[src/rtl/tfc_pkg.sv]
package tfc_pkg;
  localparam logic [7:0] OFS_LOW  = 8'h24;
  localparam logic [7:0] OFS_HIGH = 8'h28;

  typedef enum logic [1:0] {
    PICK_NONE = 2'd0,
    PICK_LOW  = 2'd1,
    PICK_HIGH = 2'd2
  } pick_e;

  function automatic pick_e decode_ofs(input logic [7:0] ofs);
    if (ofs == OFS_LOW)       return PICK_LOW;
    else if (ofs == OFS_HIGH) return PICK_HIGH;
    else                      return PICK_NONE;
  endfunction
endpackage

[src/rtl/tfc_counter.sv]
module tfc_counter #(
  parameter int unsigned       CNT_W      = 64,
  parameter logic [CNT_W-1:0]  INIT_VALUE = '0
) (
  input  logic             clk,
  input  logic             rst_n,
  input  logic             tick_en,
  output logic [CNT_W-1:0] count
);
  always_ff @(posedge clk or negedge rst_n) begin
    if (!rst_n)       count <= INIT_VALUE;
    else if (tick_en) count <= count + CNT_W'(1);
  end
endmodule

[src/rtl/tfc_snapshot.sv]
module tfc_snapshot
  import tfc_pkg::*;
#(
  parameter int unsigned DATA_W = 32,
  parameter int unsigned ADDR_W = 8
) (
  input  logic              clk,
  input  logic              rst_n,
  input  logic              take,
  input  logic [ADDR_W-1:0] addr,
  input  logic [DATA_W-1:0] live_low,
  input  logic [DATA_W-1:0] live_high,
  output logic [DATA_W-1:0] rd_word,
  output logic [DATA_W-1:0] held_high
);
  pick_e pick;

  always_comb begin
    pick = decode_ofs(8'(addr));
    unique case (pick)
      PICK_LOW:  rd_word = live_low;
      PICK_HIGH: rd_word = held_high;
      default:   rd_word = '0;
    endcase
  end

  always_ff @(posedge clk or negedge rst_n) begin
    if (!rst_n)                        held_high <= '0;
    else if (take && pick == PICK_LOW) held_high <= live_high;
  end
endmodule

[src/rtl/tfc_rsp_stage.sv]
module tfc_rsp_stage #(
  parameter int unsigned DATA_W = 32
) (
  input  logic              clk,
  input  logic              rst_n,
  input  logic              in_valid,
  output logic              in_ready,
  input  logic [DATA_W-1:0] in_data,
  output logic              out_valid,
  input  logic              out_ready,
  output logic [DATA_W-1:0] out_data
);
  assign in_ready = !out_valid || out_ready;

  always_ff @(posedge clk or negedge rst_n) begin
    if (!rst_n) begin
      out_valid <= 1'b0;
      out_data  <= '0;
    end else if (in_ready) begin
      out_valid <= in_valid;
      if (in_valid) out_data <= in_data;
    end
  end
endmodule

[src/rtl/tearfree_counter.sv]
module tearfree_counter #(
  parameter int unsigned          DATA_W     = 32,
  parameter int unsigned          ADDR_W     = 8,
  parameter logic [2*DATA_W-1:0]  INIT_VALUE = '0
) (
  input  logic              clk,
  input  logic              rst_n,
  input  logic              tick_en,
  input  logic              req_valid,
  output logic              req_ready,
  input  logic [ADDR_W-1:0] req_addr,
  output logic              rsp_valid,
  input  logic              rsp_ready,
  output logic [DATA_W-1:0] rsp_data
);
  localparam int unsigned CNT_W = 2 * DATA_W;

  logic [CNT_W-1:0]  count_q;
  logic [DATA_W-1:0] shadow_q;
  logic [DATA_W-1:0] rd_word;
  logic              take;

  assign take = req_valid && req_ready;

  tfc_counter #(.CNT_W(CNT_W), .INIT_VALUE(INIT_VALUE)) u_cnt (
    .clk(clk), .rst_n(rst_n), .tick_en(tick_en), .count(count_q)
  );

  tfc_snapshot #(.DATA_W(DATA_W), .ADDR_W(ADDR_W)) u_snap (
    .clk(clk), .rst_n(rst_n), .take(take), .addr(req_addr),
    .live_low(count_q[DATA_W-1:0]), .live_high(count_q[CNT_W-1:DATA_W]),
    .rd_word(rd_word), .held_high(shadow_q)
  );

  tfc_rsp_stage #(.DATA_W(DATA_W)) u_rsp (
    .clk(clk), .rst_n(rst_n),
    .in_valid(req_valid), .in_ready(req_ready), .in_data(rd_word),
    .out_valid(rsp_valid), .out_ready(rsp_ready), .out_data(rsp_data)
  );
endmodule

[config.mk]
export PLATFORM = sky130hd
export DESIGN_NAME = tearfree_counter
export DESIGN_NICKNAME = d
export VERILOG_FILES = /design/src/rtl/tfc_pkg.sv /design/src/rtl/tfc_counter.sv /design/src/rtl/tfc_snapshot.sv /design/src/rtl/tfc_rsp_stage.sv /design/src/rtl/tearfree_counter.sv
export SDC_FILE = /design/constraint.sdc
export NUM_CORES = 1
export LEC_CHECK = 0
export CAP_MARGIN = 20
export CORE_MARGIN = 5
export CORE_UTILIZATION = 50
export CTS_CLUSTER_DIAMETER = 50
export CTS_CLUSTER_SIZE = 24
export DETAILED_ROUTE_END_ITERATION = 10
export DONT_BUFFER_PORTS = 1
export PLACE_DENSITY = 0.7
export SLEW_MARGIN = 10
export SYNTH_ARGS = -nofsm -noshare
export SYNTH_HDL_FRONTEND = slang
export SYNTH_SLANG_ARGS = --single-unit
[constraint.sdc]
create_clock -name clk -period 6.9 [get_ports clk]
set_input_delay 0.69 -clock clk [delete_from_list [all_inputs] [get_ports clk]]
set_output_delay 0.69 -clock clk [all_outputs]
set_load 0.01 [all_outputs]
## After elaboration in Yosys (flattened, before gate mapping)

Cells that the tools add are included.

| operators by class | value |
|---|---|
| muxes and demuxes | 3 |
| reductions and logical operators | 5 |
| bitwise logic cells | 0 |
| add/subtract/negate cells | 1 |
| divide/modulo/power cells | 0 |
| $lt $le $gt $ge | 0 |
| multipliers | 0 |
| eq/ne operators | 4 |
| shifts and indexed selects | 0 |

Operators by type and width:

| operator | count |
|---|---|
| $add A64 B1 Y64 const B | 1 |
| $pmux W32 S2 | 1 |
| $eq A8 B6 Y1 const B | 2 |
| $mux W2 | 2 |
| $eq A2 B1 Y1 const B | 1 |
| $eq A2 B2 Y1 const B | 1 |
| $logic_and A1 B1 Y1 | 2 |
| $reduce_and A2 Y1 | 1 |
| $logic_not A1 Y1 | 1 |
| $logic_or A1 B1 Y1 | 1 |

| word-level totals | value |
|---|---|
| input port bits | 13 |
| bits in latches | 0 |
| bits in read-only memories | 0 |
| logic and storage cells | 17 |
| output and inout port bits | 34 |
| bits in registers | 129 |
| memories | 0 |
| memory bits (writable) | 0 |

## Logic depth before layout (Yosys ltp)

| logic depth | value |
|---|---|
| depth in word-level cells | 5 |
| depth in mapped cells | 8 |
| depth with buffers taken out | 7 |

## By module

From an unflattened synthesis, not the netlist that was laid out.

| unflattened totals | value |
|---|---|
| cells, all modules | 505 |
| area, all modules | 6,271.0 um^2 |

Modules (own cells, without submodules):

| module | seq. area each (um^2) | instances | cells an instance | area an instance (um^2) |
|---|---|---|---|---|
| tfc_counter | 1,601.5 | 1 | 285 | 3,098.0 |
| tfc_snapshot | 800.8 | 1 | 148 | 1,775.5 |
| tfc_rsp_stage | 825.8 | 1 | 71 | 1,391.3 |
| tearfree_counter | 0.0 | 1 | 1 | 6.3 |

## Worst setup path after synthesis

No wires, ideal clock.

| timing path | value |
|---|---|
| path kind | input -> register |
| from | in rsp_ready |
| to | reg u_snap.held_high[10] |
| slack | 4,375 ps |
| stages on the path | 7 |
| setup time | 125 ps |
| arrival time | 2,400 ps |
| buffers on the path | 2 |
| data required time | 6,775 ps |
| path through | nand2b_1 -> nand2_1 -> nand4bb_1 -> nor3b_1 -> clkbuf_1 -> clkbuf_1 -> mux2_2 |

| on the way | value |
|---|---|
| longest elaborated chain between the ends | 3 |

RTL lines:

| element | RTL line | source |
|---|---|---|
| from (decl) | tearfree_counter.sv:13 | `input logic rsp_ready,` |
| $logic_or A1 B1 Y1 | tfc_rsp_stage.sv:13 | `assign in_ready = !out_valid \|\| out_ready;` |
| $logic_and A1 B1 Y1 | tearfree_counter.sv:23 | `assign take = req_valid && req_ready;` |
| $logic_and A1 B1 Y1 | tfc_snapshot.sv:29 | `else if (take && pick == PICK_LOW) held_high <= live_high;` |
| to (signal assigned) | tfc_snapshot.sv:29 |  |
| to (decl) | tfc_snapshot.sv:14 | `output logic [DATA_W-1:0] held_high` |

Every way passes these cells.
A chain may end at the register's enable or synchronous reset.

## Final worst setup path

| timing path | value |
|---|---|
| from | reg u_cnt.count[0] |
| to | reg u_cnt.count[52] |

| on the way | value |
|---|---|
| longest elaborated chain between the ends | 1 |

RTL lines:

| element | RTL line | source |
|---|---|---|
| from (decl) | tfc_counter.sv:8 | `output logic [CNT_W-1:0] count` |
| from (signal assigned) | tfc_counter.sv:12 | `else if (tick_en) count <= count + CNT_W'(1);` |
| $add A64 B1 Y64 | tfc_counter.sv:12 |  |

Every way passes these cells.

==> summary.txt <==
CTS tree - built
Crit-path slowest cell - nor4_1
Fraction of layout cells with a size suffix above 1 - 16.53%
Req. time, crit path - 7350 ps
Worst-path clk slew - 60 ps
WL/cell - 19.46 um
Vias - 3,630
Slew @ Worst Pin - 863.3 ps
Wirelength, routed - 11,910 um
RSZ-0062 raised after global routing - no
Leak - 0.003177 uW
HPWL after DPL - 7938 um
Setup tns final - 0 ps
PortBufs - 0
Period utilization - 36.37%
Synth area leader - dfrtp_1
Tot Pwr - 1846 uW
CP arrival - 2960 ps
CTS H-Tree Depth - 4
Setup violations, final - 0
DR iter-0 viols - 458
Die Y-Extent - 114.9 um
Row count - 38
Post-Syn Nets - 470
Commonest cells in the netlist - dfrtp_1, xnor2_1, inv_1
Top_reg_cell synth - dfrtp_1
Antenna cells - 0
Largest net degree at the start of global routing - 130
CP most frequent cell - nor4_1
Die ar. - 13,210 um2
Status - finished clean
Final Hold Violating Endpoints - 0
Asr flop ratio synth - 100.0%
Synth Register Bits - 129
Hold buffers post-CTS - 1
Drc violations - 0
Fmax - 398.5 MHz
Placed Area - 5628 um2
Rel. slew slack - 41.64%
CP Launch Type - flip-flop
Syn Inst Count - 456
Worst R2R Path Depth - 7
First-pass GRT wire length - 20,080 um
All-layer global routing usage - 19.83%
VDD IR max - 0.1802 mV
Root buf cell - clkbuf_8
Antenna viol nets, final - 0
CTS buffer count - 17
Most common cell in the netlist - dfrtp_1
Critical path type - reg -> reg
Nets - 473
Post-synth EDFFs - 0
Postcts setup bufs - 0
Avg Inst Size Synth - 12.07 um2
Post-synthesis instance area - 5504 um2
GP Congestion - 0.8503
Critical R2R Capture - u_cnt.count[52]
Clock Tree Buf Depth - 2
Register Area - 3228 um2
Final Cell Area - 6307 um2
Hold/Removal Path Class - in -> async
Setup crit start - u_cnt.count[0]
Area Growth Syn to Fin - 14.59%
Internal reg-to-reg setup slack - 4390 ps
Pwr Density - 292.7 nW/um2
Clock Skews - 8.235 ps
Post-synthesis cell type count - 32
Core Box Area - 10,790 um2
Largest cells by area after synthesis - dfrtp_1, mux2_2, xnor2_1
CTS resizes - 0
Ports - 47
Max-cap violation count - 0
Setup crit end kind - flip-flop
Post-synthesis sequential area ratio - 58.65%
Max Slew Vio Count - 0
Share of the synthesized area in the top cell type - 58.65%
Fillcell total - 845
CP max stage delay - 480 ps
CTS sink cnt - 129
Period minus WS final - 2509 ps
Overflow after GRT - 0
Yosys warns - 0
FF-to-FF Start - u_cnt.count[0]
Vias in the first global route - 3,768
Initial Util - 51.00%
Die X - 114.9 um
Area of the multi-input gates - 2071 um2
CP Max Fanout - 5
Cell breakdown of the critical path - ha_1 > nand4_1 > nor4_1 > and3_1 > nand3_1 > nor4_1 > xor2_1
Initial antenna violation count - 0
Pre-antenna DRT Iters - 8
Skew-Pair Late Insertion Delay - 530 ps
Via density - 5.931
critical path, delay by kind of cell (launching register included):
family,cells,cell delay [ps]
adders and majority gates,1,200
and+or+nand+nor,5,1610
DFF,1,430
xor gates and xnor gates,1,190
power by group:
part	internal [uW]	switching, uW
combinational	23.3	34.4
clock	660	321
sequential	777	30.6
total	1460	386
state kept, by name, summed over array words and instances, names as in the netlist:
name              cells
u_cnt.count          64
u_snap.held_high     32
u_rsp.out_valid       1
u_rsp.out_data       32
per-stage QoR:
stage                     hold slack [ps]  std cells  setup WS [ps]  util (%)
after floorplan                     394.4        456           4375         -
after global placement              398.5        579           4380     52.14
after detailed placement            398.1        579           4336     52.14
after CTS                           138.5        612           4417     58.44
after global routing                152.9        612           4172     58.44
final                               109.5        612           4391     58.44
cell families after synthesis:
logic type               after synthesis  synth area share [%]
AO/OA/AOI/OAI                         32                 5.820
XOR/XNOR                              63                 10.03
adder cells (fa/ha/maj)                1                0.2273
buffers and inverters                 55                 3.910
flip-flops                           129                 58.65
multiplexers                          33                 6.752
AND/OR/NAND/NOR                      143                 14.62
layout make-up:
| type | instances | area share, % |
|---|---|---|
| inverters | 35 | 2.083 |
| clock inverters | 10 | 2.837 |
| multi-input cells | 272 | 32.83 |
| well taps | 140 | 2.777 |
| repair buffers | 4 | 0.7935 |
| clock buffers | 22 | 7.499 |
| flip-flops and latches | 129 | 51.18 |
cell usage in the layout (no fill, tap or decap), types with 6 or more instances in the layout:
master,count
and4_1,9
nor3_1,6
inv_1,35
nand4_1,20
nand2_1,27
xnor2_1,38
mux2_2,33
nand3_1,22
xor2_1,25
clkbuf_16,16
dfrtp_1,129
and3_1,12
nor2_1,19
a222oi_1,32
metal layers:
layer,up-vias,track usage [%],share of wire [%]
li1,1656,-,-
met1,1858,26.84,45
met2,96,29.32,47
met3,20,7.211,5.7
met4,0,7.668,1.7
met5,-,0,0
how the worst max path moves through the flow:
stage / end / cells past startpoint
6_report: u_cnt.count[52] / 7
4_1_cts: u_cnt.count[52] / 7
3_3_place_gp: u_snap.held_high[25] / 6
3_5_place_dp: u_snap.held_high[14] / 6
2_1_floorplan: u_snap.held_high[10] / 7
5_1_grt: u_cnt.count[52] / 7
No activity file was read; power rests on OpenSTA's default activity.
